<file path="src/rtl/mac_da_filter.sv">
module mac_da_filter #(
  parameter int N_ENT = 8,
  parameter int N_UC  = 2
) (
  input  logic                          clk,
  input  logic                          rst_n,
  input  logic                          wr_en,
  input  logic [$clog2(N_ENT)+3:0]      wr_addr,
  input  logic [31:0]                   wr_data,
  input  logic                          da_valid,
  input  logic [47:0]                   da,
  output logic                          fwd_valid,
  output logic                          fwd
);
  localparam int IDX_W  = $clog2(N_ENT);
  localparam int ADDR_W = IDX_W + 4;
  localparam int B_ARM  = 17;
  localparam int B_FWD  = 21;

  logic [47:0]      ent_addr [N_ENT];
  logic [N_ENT-1:0] ent_arm, ent_fwd, hit;
  logic             promisc, uc_all, mc_all, bc_all, tbl_en;

  wire              ctl_sel = wr_addr[ADDR_W-1];
  wire [IDX_W-1:0]  idx     = wr_addr[IDX_W+2:3];
  wire              hi_sel  = wr_addr[2];

  wire grp   = da[40];
  wire bcast = &da;

  always_ff @(posedge clk or negedge rst_n) begin
    if (!rst_n) begin
      promisc <= 1'b0;
      uc_all  <= 1'b0;
      mc_all  <= 1'b0;
      bc_all  <= 1'b0;
      tbl_en  <= 1'b0;
    end else if (wr_en && ctl_sel) begin
      if (!hi_sel) promisc <= wr_data[7];
      else begin
        uc_all <= wr_data[1];
        mc_all <= wr_data[3];
        bc_all <= wr_data[5];
        tbl_en <= wr_data[7];
      end
    end
  end

  for (genvar i = 0; i < N_ENT; i++) begin : g_ent
    always_ff @(posedge clk or negedge rst_n) begin
      if (!rst_n) begin
        ent_addr[i] <= '0;
        ent_arm[i]  <= 1'b0;
        ent_fwd[i]  <= 1'b0;
      end else if (wr_en && !ctl_sel && idx == IDX_W'(i)) begin
        if (hi_sel) begin
          ent_addr[i][47:32] <= wr_data[15:0];
          ent_arm[i]         <= wr_data[B_ARM];
          ent_fwd[i]         <= wr_data[B_FWD];
        end else begin
          ent_addr[i][31:0]  <= wr_data;
        end
      end
    end

    if (i < N_UC) begin : g_uc
      assign hit[i] = ent_arm[i] & ent_fwd[i] & ~grp & (ent_addr[i] == da);
    end else begin : g_mc
      assign hit[i] = ent_arm[i] & ent_fwd[i] & grp & (ent_addr[i] == da);
    end
  end

  wire pass = promisc
            | (uc_all & ~grp)
            | (mc_all & grp & ~bcast)
            | (bc_all & bcast)
            | (tbl_en & |hit);

  always_ff @(posedge clk or negedge rst_n) begin
    if (!rst_n) begin
      fwd_valid <= 1'b0;
      fwd       <= 1'b0;
    end else begin
      fwd_valid <= da_valid;
      fwd       <= da_valid & pass;
    end
  end

  logic unused_bits;
  assign unused_bits = ^{wr_addr[1:0], wr_data[31:22], wr_data[20:18], wr_data[16],
                         wr_data[6], wr_data[4], wr_data[2], wr_data[0]};

  AST_LATENCY:   assert property (@(posedge clk) disable iff (!rst_n) da_valid |=> fwd_valid);
  AST_NO_SPUR:   assert property (@(posedge clk) disable iff (!rst_n) !da_valid |=> !fwd_valid);
  AST_IDLE_LOW:  assert property (@(posedge clk) disable iff (!rst_n) !fwd_valid |-> !fwd);
  AST_PROMISC:   assert property (@(posedge clk) disable iff (!rst_n) da_valid && promisc |=> fwd);
  AST_BCAST:     assert property (@(posedge clk) disable iff (!rst_n) da_valid && bc_all && bcast |=> fwd);
  AST_HIT_FWD:   assert property (@(posedge clk) disable iff (!rst_n) da_valid && tbl_en && (hit != '0) |=> fwd);
  AST_TABLE_OFF: assert property (@(posedge clk) disable iff (!rst_n)
                   da_valid && !tbl_en && !promisc && !uc_all && !mc_all && !bc_all |=> !fwd);
endmodule

</file>
<file path="config.mk">
export PLATFORM = sky130hd
export DESIGN_NAME = mac_da_filter
export DESIGN_NICKNAME = d
export VERILOG_FILES = /design/src/rtl/mac_da_filter.sv
export SDC_FILE = /design/constraint.sdc
export NUM_CORES = 1
export LEC_CHECK = 0
export BUFFER_PORTS_ARGS = -buffer_cell sky130_fd_sc_hd__buf_4
export CAP_MARGIN = 10
export CORE_ASPECT_RATIO = 1.5
export CORE_MARGIN = 3
export CORE_UTILIZATION = 30
export DETAILED_ROUTE_END_ITERATION = 6
export SETUP_SLACK_MARGIN = 0.2
export SLEW_MARGIN = 30
export SYNTH_ARGS = -nofsm -noshare
export SYNTH_HDL_FRONTEND = slang
export SYNTH_SLANG_ARGS = --single-unit
export TNS_END_PERCENT = 50
</file>
<file path="constraint.sdc">
create_clock -name clk -period 2.64 [get_ports clk]
set_input_delay 0.264 -clock clk [delete_from_list [all_inputs] [get_ports clk]]
set_output_delay 0.264 -clock clk [all_outputs]
set_load 0.02 [all_outputs]
</file>
Word-level counts from Yosys, hierarchy flattened:

Index checks and enable logic that the tools add are counted.

* memories kept: 0
* word-level logic and storage cells: 123
* latch bits: 0
* flip-flop bits (word level): 407
* memory bits (read-only): 0
* bits in writable memories: 0

* magnitude comparators: 0
* bitwise logic cells: 37
* reduce and logical (&&, ||, !) cells: 32
* shifts and indexed selects: 0
* muxes and demuxes: 0
* div/mod/pow operators: 0
* multipliers: 0
* eq/ne operators: 15
* $add $sub $neg: 0

Operators by type and width (count)
* $eq 48x48->1: 8
* $reduce_and 48->1: 1
* $reduce_and 2->1: 18
* $and 1x1->1: 30
* $eq 3x3->1 const B: 4
* $logic_and 1x1->1: 10
* $reduce_or 8->1: 1
* $eq 3x2->1 const B: 2
* $or 1x1->1: 4
* $eq 3x1->1 const B: 1
* $logic_not 3->1: 1
* $not 1->1: 3
* $logic_not 1->1: 1

Logic depth before layout (Yosys ltp):

Gate-level depths: netlist of run 1.

* depth in word-level cells: 7
* depth in mapped cells: 9
* gate-level depth less buffers: 7

Worst setup path before layout of run 1:

Ideal clock, no wire load.

* path type: input port to flip-flop
* start point: in wr_addr[6]
* end point: reg ent_addr[229] in the netlist's numbering
* path buffers: 2
* path slack: 837 ps
* library setup time: 125 ps
* stages on the path: 6
* required time: 2515 ps
* arrival: 1679 ps
* cell sequence: nand2b_1 nor3b_1 nor2b_1 buf_2 buf_2 mux2_2

* longest elaborated chain between the ends: 4

RTL lines
* from (decl): RTL line 8 `input logic [$clog2(N_ENT)+3:0] wr_addr,`
* $logic_not 1->1: RTL line 55 `end else if (wr_en && !ctl_sel && idx == IDX_W'(i)) begin`
* $logic_and 1x1->1 (2 in a row): RTL line 55
* $reduce_and 2->1 (no line)
* to (signal, indexed assignment): RTL line 57 `ent_addr[i][47:32] <= wr_data[15:0];`
* to (signal, indexed assignment): RTL line 61 `ent_addr[i][31:0] <= wr_data;`
* to (decl): RTL line 20 `logic [47:0] ent_addr [N_ENT];`

No other way between the ends.
A chain may end at the register's enable or synchronous reset.

Final worst setup path of run 1:

* start point: reg ent_addr[181] in the netlist's numbering
* end point: reg fwd

* longest elaborated chain between the ends: 6

RTL lines
* $eq 48x48->1: RTL line 69 `assign hit[i] = ent_arm[i] & ent_fwd[i] & grp & (ent_addr[i] == da);`
* $and 1x1->1: RTL line 69
* $reduce_or 8->1: RTL line 77 `| (tbl_en & |hit);`
* $and 1x1->1: RTL line 77
* $or 1x1->1: RTL line 77
* $and 1x1->1: RTL line 85 `fwd <= da_valid & pass;`
* to (signal assigned): RTL line 85
* to (decl): RTL line 13 `output logic fwd`

No other way between the ends.

==> flow_metrics.tcl, run 1 <==
set metrics [dict create \
    outcome "complete, no violations" \
    period_minus_slack_ns 2.188 \
    numCtsBuffers 38 \
    cp-end-kind "register" \
    synth-main-ff-cell "dfrtp_1" \
    synthCells 1489 \
    ys_ff_latch 407 \
    cts_root_buf "clkbuf_16" \
    layout_commonest_cell "dfrtp_1" \
    portBuffers 90 \
    post-cts-setup-buffers 0 \
    async_flop_share 1.000 \
    netlist_area_mm2 0.01975 \
    grtUsageMet2 0.3292 \
    hold_path_class "in -> reg" \
    dr.pass1.iters 4 \
    critPathKind "reg -> reg" \
    yosysTopAreaCell "dfrtp_1" \
    hold_violations 0 \
    grt_pass1_vias 13139 \
    clk_pin_slew_ns 0.06 \
    cp_max_fo 2 \
    synth_top_area_frac 0.5156 \
    avgRoutedWirePerCell_um 25.06 \
    setup-violations-final 0 \
    max_freq_mhz 457.1 \
    synth.distinct_cells 29 \
    period_share 0.8287 \
    die_h_um 320.3 \
    synth_area_per_cell_um2 13.27 \
    grt_setup_unrepaired "no" \
    maxSlewViolCount 0 \
    fp.coreArea_mm2 0.06476 \
    cts_tree "yes" \
    fin_skew_ns 0.01725 \
    layout.nets 1652 \
    routed_wl_um 61630 \
    synthToLayoutAreaGrowth_pct 15.02 \
    numClockSinks 407 \
    grt_util_met1 0.2096 \
    rows 114 \
    ant_nets 0 \
    seqCellArea_mm2 0.01018 \
    cp_num_buf_inv 0 \
    utilization 0.3509 \
    routabilityCongestion 0.8555 \
    start_util 0.3050 \
    first_iter_violations 602 \
    maxSlewHeadroom 0.4850 \
    crit_family "simple AND/OR/NAND/NOR gates" \
    whs_path_depth 2 \
    cp.depth 6 \
    busiest_layer "met2" \
    h-tree-depth 2 \
    critPathArrivalTime_ns 2.67 \
    clkLatencyLatePin_ns 0.54 \
    power_density_mw_per_mm2 741.4 \
    ys.warnings.count 0 \
    cts_buffer_depth 3 \
    cap_viol_max_count 0 \
    num_io_pins 93 \
    nFillCells 6340 \
    grt_first_pass_wirelength_um 91070 \
    synth.area.top_cells "dfrtp_1 52%, mux2_2 23%, xor2_1 11%" \
    power_leakage_nw 10.07 \
    antenna_found_initial 1 \
    syn-num-nets 1580 \
    grt_usage 0.1781 \
    die_area_mm2 0.06902 \
    seq_area_frac_synth 0.5156 \
    grt_max_degree 77 \
    final_cell_mix "407 x dfrtp_1, 401 x mux2_2, 257 x xor2_1, 124 x xnor2_1, 123 x buf_4" \
    grt.met3_usage 0.02218 \
    path_cells "xor2_1 > or4_1 > nor4_1 > a31oi_1 > a41oi_2 > o31a_1" \
    drive_above_1_share 0.3804 \
    synth_edf_count 0 \
    max_stage_delay_ns 0.54 \
    r2r_cells 6 \
    startpoint_type "register" \
    dp_hpwl_um 43710 \
    fin_tns_setup_ns 0 \
    multi_input_area_mm2 0.009100 \
    worstMarginPinSlew_ns 0.7654 \
    peakVddDrop_mv 0.3758 \
    die_w_um 215.5 \
    vias_per_cell 4.955 \
    cp.required_ns 3.12 \
    drc 0 \
    cp_slowest_cell "or4_1" \
    vias 12184 \
    grt-ovfl-total 0 \
]
-- power breakdown --
group          leakage (nW)  switching [mW]  internal, mW
Clock                 0.592            2.43          2.99
Sequential             5.20           0.774          7.45
Combinational          4.28            1.45          1.74
-- path summary, 6_finish.rpt --
path                                           startpoint                         to  slack, ns
min in group asynchronous                           rst_n  ent_addr[353]$_DFFE_PN0P_       0.33
max in group asynchronous                           rst_n   ent_addr[29]$_DFFE_PN0P_       1.40
worst max-delay path            ent_addr[181]$_DFFE_PN0P_              fwd$_DFF_PN0_       0.45
worst min register to register     ent_fwd[5]$_DFFE_PN0P_     ent_fwd[5]$_DFFE_PN0P_       0.51
worst min-delay path                          wr_data[16]  ent_addr[352]$_DFFE_PN0P_       0.06
worst max register to register  ent_addr[181]$_DFFE_PN0P_              fwd$_DFF_PN0_       0.45
-- through the flow --
step	worst slack (ns)	total power, mW	cell area [um2]	cells	hold slack, ns
6_report	0.4523	16.85	22720	2459	0.05907
5_1_grt	0.3909	17.64	22720	2459	0.05926
4_1_cts	0.4362	16.99	22720	2458	0.04540
3_5_place_dp	0.3302	11.55	21500	2389	0.3334
3_3_place_gp	0.2900	11.39	21500	2389	0.3263
2_1_floorplan	0.8366	10.48	19750	1489	-0.03159
-- logic make-up (layout without fill, tap and decap cells) --
kind of cell	count (synthesis)	count (layout)	synth area share
mux	405	405	0.2309
other cells	0	1	0
buf+inv	105	204	0.02534
simple gates	183	183	0.05612
xor+xnor	381	381	0.1689
flops	407	407	0.5156
compound gates	8	8	0.003167
-- flip-flops by register name, indices dropped and copies added, names as in the netlist --
signal     flops
promisc        1
tbl_en         1
ent_addr     384
bc_all         1
ent_arm        8
fwd_valid      1
fwd            1
uc_all         1
ent_fwd        8
mc_all         1
-- what timing repair did --
| action | in CTS | in global routing |
|---|---|---|
| setup endpoints to repair | 0 | 0 |
| hold buffers | 2 | 0 |
| gates resized for setup | 0 | 0 |
| endpoints found under the hold margin | 71 | 0 |
-- cell usage after synthesis, drive strengths merged, types with 3 or more instances --
cell type / number
buf: 80
nor4: 78
nand4: 62
xnor2: 124
nand3: 9
nor3b: 3
nand2: 14
dfrtp: 407
mux2: 405
nor2b: 5
clkbuf: 23
nor2: 4
nor3: 6
xor2: 257
-- area by class of cell --
class / instances / share of cell area
Antenna cell: 1 / 0.0001101
Clock buffer: 58 / 0.05006
Clock inverter: 9 / 0.002753
Inverter: 2 / 0.0003304
Multi-Input combinational cell: 977 / 0.4005
Sequential cell: 407 / 0.4482
Tap cell: 870 / 0.04791
Timing Repair Buffer: 135 / 0.05011
-- layer usage --
metal  vias up  routed length (um)
met4         0                2614
li1       5328                   -
met1      6485               24870
met3       107                2095
met5         -                   0
met2       264               32050
-- worst reg2reg max path, cell delays in order (launching register included) --
cell and delay [ns]:
dfrtp_1 0.39, xor2_1 0.15, or4_1 0.54, nor4_1 0.51, a31oi_1 0.21, a41oi_2 0.22
o31a_1 0.13
Note: power is estimated with default switching activity, not from simulation.
==> run 2, diff against run 1 <==
- clock period: 2.64 -> 1.8 ns (I/O delays scaled with it)
==> run 2 against run 1 <==
Compared with the run above: the flow now finishes with violations (negative setup slack); fmax is 2.1% higher; die area stayed put; first-iteration DRC count is 13% higher; global-route usage is 1.3 points higher; core utilization is 2.3 points higher; register-to-register slack worse by 0.80 ns; final cell count is 5.6% higher; non-clock buffer count is 136 higher; critical path type unchanged; largest cell class unchanged; highest routed layer unchanged.
==> flow_metrics.tcl, run 2 (same netlist as run 1, synthesis figures left out) <==
set metrics [dict create \
    outcome "finished with violations" \
    violations "negative setup slack" \
    cp_num_buf_inv 2 \
    numCtsBuffers 39 \
    layout.nets 1789 \
    placed_cells 2514 \
    post-cts-setup-buffers 0 \
    critPathArrivalTime_ns 2.62 \
    hold_path_class "in -> reg" \
    seqCellArea_mm2 0.01018 \
    grt_pass1_vias 13993 \
    h-tree-depth 2 \
    cp_slowest_cell "dfrtp_1" \
    reg_top3 "ent_addr x384, ent_arm x8, ent_fwd x8" \
    layout_commonest_cell "dfrtp_1" \
    r2r_cells 9 \
    drc 0 \
    setup-violations-final 1 \
    start_util 0.3050 \
    crit_top_cell "buf_4" \
    vias 12894 \
    cp.depth 9 \
    clkPwrFrac 0.321 \
    drive_above_1_share 0.4336 \
    fin_skew_ns 0.02318 \
    numClockSinks 407 \
    dp_hpwl_um 49530 \
    cp_max_fo 2 \
    whs_path_depth 2 \
    hold_violations 0 \
    whs_ns 0.01881 \
    first_iter_violations 683 \
    antenna_found_initial 2 \
    comb_power_share 0.205 \
    maxSlewViolCount 0 \
    cts_tree "yes" \
    die_h_um 320.3 \
    grt_max_degree 68 \
    num_io_pins 93 \
    die_w_um 215.5 \
    cts_root_buf "clkbuf_16" \
    synthToLayoutAreaGrowth_pct 22.54 \
    routed_wl_um 66250 \
    grt-ovfl-total 0 \
    fp.coreArea_mm2 0.06476 \
    clkLatencyLatePin_ns 0.56 \
    period_minus_slack_ns 2.144 \
    peakVddDrop_mv 0.6764 \
    seqPwrFrac 0.473 \
    dr.pass1.iters 5 \
    power_leakage_nw 10.88 \
    largest_register_ffs 384 \
    vias_per_cell 4.965 \
    critPathKind "reg -> reg" \
    fin_cells 2597 \
    portBuffers 90 \
    fin_ws_ns -0.3436 \
    sw_frac_of_total 0.2822 \
    grt_first_pass_wirelength_um 97460 \
    avgRoutedWirePerCell_um 25.51 \
    grt_setup_unrepaired "yes" \
    cts_buffer_depth 3 \
    ant_nets 0 \
    maxSlewHeadroom 0.5163 \
    startpoint_type "register" \
    final_cell_mix "407 x dfrtp_1, 401 x mux2_2, 257 x xor2_1, 226 x buf_4, 124 x xnor2_1" \
    multi_input_area_mm2 0.009206 \
    clk_pin_slew_ns 0.07 \
    die_area_mm2 0.06902 \
    internal_power_mw 18.39 \
    min_to "ent_addr[170]$_DFFE_PN0P_" \
    timing.rr.start "ent_addr[68]$_DFFE_PN0P_" \
    switchingPower_mw 7.228 \
    routabilityCongestion 0.9168 \
    worstMarginPinSlew_ns 0.7189 \
    finalPower_mw 25.61 \
    place_area_mm2 0.02272 \
    hp-start "wr_data[26]" \
    cap_viol_max_count 0 \
    max_freq_mhz 466.5 \
    period_share 1.191 \
    grt_usage 0.1913 \
    cp-end-kind "register" \
    rows 114 \
    nFillCells 6266 \
    path_cells "xor2_1 > nor4_2 > buf_4 > nand4_1 > nor3_1 > buf_4 > a22oi_2 > a41oi_2 > o31a_1" \
    utilization 0.3738 \
    regMostFlops "ent_addr" \
    reg2reg_slack_ns -0.34 \
    max_stage_delay_ns 0.39 \
    crit_family "simple AND/OR/NAND/NOR gates" \
    timing.rr.end "fwd$_DFF_PN0_" \
    power_density_mw_per_mm2 1058 \
    finish.instance_area_mm2 0.02421 \
    cp.required_ns 2.27 \
]
## run 2: repair_timing
item / 4_1_cts / 5_1_grt
endpoints found under the setup margin: 1 / 1
endpoints found under the hold margin: 488 / 0
hold buffers: 13 / 0
pin swaps: 6 / 4
resized for setup: 13 / 2
## run 2: worst register-to-register path: stages (launching register included)
cell	delay, ns
dfrtp_1	0.39
xor2_1	0.15
nor4_2	0.38
buf_4	0.21
nand4_1	0.12
nor3_1	0.18
buf_4	0.22
a22oi_2	0.12
a41oi_2	0.14
o31a_1	0.15
## run 2: worst max-delay path by stage
| stage | start | endpoint |
|---|---|---|
| floorplan | ent_addr[181]$_DFFE_PN0P_ | fwd$_DFF_PN0_ |
| global placement | da[28] | fwd$_DFF_PN0_ |
| detailed placement | da[28] | fwd$_DFF_PN0_ |
| CTS | ent_addr[260]$_DFFE_PN0P_ | fwd$_DFF_PN0_ |
| global route | ent_addr[278]$_DFFE_PN0P_ | fwd$_DFF_PN0_ |
| finish | ent_addr[68]$_DFFE_PN0P_ | fwd$_DFF_PN0_ |
## run 2: routing by layer
| layer | GRT usage | vias up | routed length (um) |
|---|---|---|---|
| met5 | 0 | - | 0 |
| met4 | 0.1052 | 0 | 4170 |
| met3 | 0.02568 | 166 | 2529 |
| met2 | 0.3509 | 329 | 34450 |
| met1 | 0.2138 | 6781 | 25100 |
| li1 | - | 5618 | - |
## run 2: final cells by class
cell class	count	area share
tap	870	0.04497
clock buffer	52	0.04528
sequential	407	0.4208
multi-input combinational	977	0.3803
timing repair buffer	271	0.1017
inverter	2	0.0003101
antenna	2	0.0002068
clock inverter	16	0.006410
## run 2: per-stage QoR
stage | TNS [ns] | setup WS (ns)
after floorplan | 0 | 0.1728
after global placement | -1.114 | -1.114
after detailed placement | -1.114 | -1.114
after CTS | -0.3955 | -0.3955
after global routing | -0.4118 | -0.4118
final | -0.3436 | -0.3436
## run 2: power groups by stage
| stage | sequential [mW] | clock [mW] | combinational (mW) |
|---|---|---|---|
| 2_1_floorplan | 12.0 | 0 | 3.38 |
| 3_3_place_gp | 12.2 | 0 | 5.06 |
| 3_5_place_dp | 12.3 | 0 | 5.16 |
| 4_1_cts | 12.1 | 8.43 | 5.28 |
| 5_1_grt | 12.3 | 8.76 | 5.68 |
| 6_report | 12.1 | 8.23 | 5.26 |
==> run 3, diff against run 2 <==
- CORE_UTILIZATION: 30 -> 60
- PLACE_DENSITY: not set -> 0.78
- clock period: 1.8 -> 2.18 ns (I/O delays scaled with it)
==> run 3 against run 2 <==
Compared with the run above: the run now ends clean; hold slack hardly changed; sequential share of layout area is 2.6 points higher; flip-flop and latch count stayed put; clock power is 13% lower; first-iteration DRC count is 36% higher; critical path depth stayed put; core utilization is 34 points higher; via count is 0.14% higher; critical endpoint unchanged; largest power group unchanged.
==> flow_metrics.tcl, run 3 (same netlist as run 1, synthesis figures left out) <==
set metrics [dict create \
    drive_above_1_share 0.4062 \
    outcome "complete, no violations" \
    cp_slowest_cell "dfrtp_1" \
    startpoint_type "register" \
    portBuffers 90 \
    grt_usage 0.3309 \
    ant_nets 0 \
    antenna_found_initial 0 \
    finalPower_mw 21.23 \
    cp-end-kind "register" \
    layout.nets 1718 \
    cts_tree "yes" \
    cts_root_buf "clkbuf_16" \
    crit_family "simple AND/OR/NAND/NOR gates" \
    r2r_cells 9 \
    final_cell_mix "407 x dfrtp_1, 401 x mux2_2, 257 x xor2_1, 182 x buf_4, 124 x xnor2_1" \
    placed_cells 1988 \
    clkLatencyLatePin_ns 0.56 \
    timing.rr.end "fwd$_DFF_PN0_" \
    grt-ovfl-total 0 \
    fin_ws_ns 0.04274 \
    maxSlewViolCount 0 \
    routabilityCongestion 0.9128 \
    cap_viol_max_count 0 \
    numCtsBuffers 40 \
    max_freq_mhz 467.9 \
    dp_hpwl_um 39700 \
    timing.rr.start "ent_addr[255]$_DFFE_PN0P_" \
    clk_pin_slew_ns 0.07 \
    critPathArrivalTime_ns 2.64 \
    numClockSinks 407 \
    crit_top_cell "buf_4" \
    utilization 0.7103 \
    drc 0 \
    antenna_cells 0 \
    first_iter_violations 927 \
    largest_register_ffs 384 \
    hp-start "wr_data[19]" \
    synthToLayoutAreaGrowth_pct 15.53 \
    fin_cells 2067 \
    num_io_pins 93 \
    regMostFlops "ent_addr" \
    whs_ns 0.01834 \
    cp.required_ns 2.68 \
    worstMarginPinSlew_ns 0.5821 \
    grt_first_pass_wirelength_um 87240 \
    die_h_um 228.2 \
    dr.pass1.iters 5 \
    period_minus_slack_ns 2.137 \
    reg_top3 "ent_addr x384, ent_arm x8, ent_fwd x8" \
    place_area_mm2 0.02137 \
    path_cells "xor2_1 > nor4_1 > buf_4 > nand4_1 > nor4_4 > buf_4 > a22oi_1 > a41oi_2 > o31a_1" \
    cts_buffer_depth 3 \
    hold_violations 0 \
    routed_wl_um 58100 \
    die_w_um 154.2 \
    power_density_mw_per_mm2 930.1 \
    cp_num_buf_inv 2 \
    post-cts-setup-buffers 0 \
    peakVddDrop_mv 0.6787 \
    layout_commonest_cell "dfrtp_1" \
    rows 80 \
    critPathKind "reg -> reg" \
    vias 12912 \
    fp.coreArea_mm2 0.03213 \
    reg2reg_slack_ns 0.04 \
    grt_max_degree 73 \
    min_to "ent_addr[259]$_DFFE_PN0P_" \
    maxSlewHeadroom 0.6084 \
    start_util 0.6148 \
    h-tree-depth 2 \
    pre_cts_ws_ns -0.1663 \
    hold_path_class "in -> reg" \
    period_share 0.9804 \
    grt_setup_unrepaired "yes" \
    nFillCells 2212 \
    vias_per_cell 6.247 \
    fin_tns_setup_ns 0 \
    grt_pass1_vias 13817 \
    avgRoutedWirePerCell_um 28.11 \
    cp_max_fo 2 \
    finish.instance_area_mm2 0.02282 \
    power_leakage_nw 10.48 \
    die_area_mm2 0.03518 \
    fin_skew_ns 0.02503 \
    whs_path_depth 2 \
    setup-violations-final 0 \
    max_stage_delay_ns 0.39 \
]
## run 3: how the worst max path moves through the flow
stage                               from                         to  slack, ns  cells past startpoint
3_3_place_gp                       da[4]              fwd$_DFF_PN0_      -0.14                     11
2_1_floorplan                 wr_addr[6]  ent_addr[229]$_DFFE_PN0P_       0.42                      6
3_5_place_dp                       da[4]              fwd$_DFF_PN0_      -0.17                     11
6_report       ent_addr[255]$_DFFE_PN0P_              fwd$_DFF_PN0_       0.04                      9
5_1_grt        ent_addr[255]$_DFFE_PN0P_              fwd$_DFF_PN0_     -0.003                      9
4_1_cts        ent_addr[255]$_DFFE_PN0P_              fwd$_DFF_PN0_       0.05                      9
## run 3: repair_timing
action,4_1_cts,5_1_grt
hold buffers,7,0
hold endpoints to repair,77,0
resized for setup,3,2
endpoints found under the setup margin,1,1
## run 3: area by class of cell
type                    count  area [um2]  share of cell area
repair buffers            199        1632             0.07149
clock buffers              57        1166             0.05110
inverters                   2       7.507           0.0003289
flip-flops and latches    407       10180              0.4463
well taps                 410       513.0             0.02248
multi-input cells         977        9136              0.4003
clock inverters            15       182.7            0.008004
## run 3: per-layer routing
layer | up-vias | wire, um | track usage
met5 | - | 0 | 0
met4 | 0 | 3485 | 0.1640
met3 | 181 | 3632 | 0.05499
met2 | 471 | 28860 | 0.5565
met1 | 6786 | 22130 | 0.4134
li1 | 5474 | - | -
## run 3: where the power goes
part           total [mW]  internal [mW]  switching [mW]
Combinational        4.05           2.21            1.84
Clock                7.18           4.21            2.97
Sequential           10.0           9.03           0.970
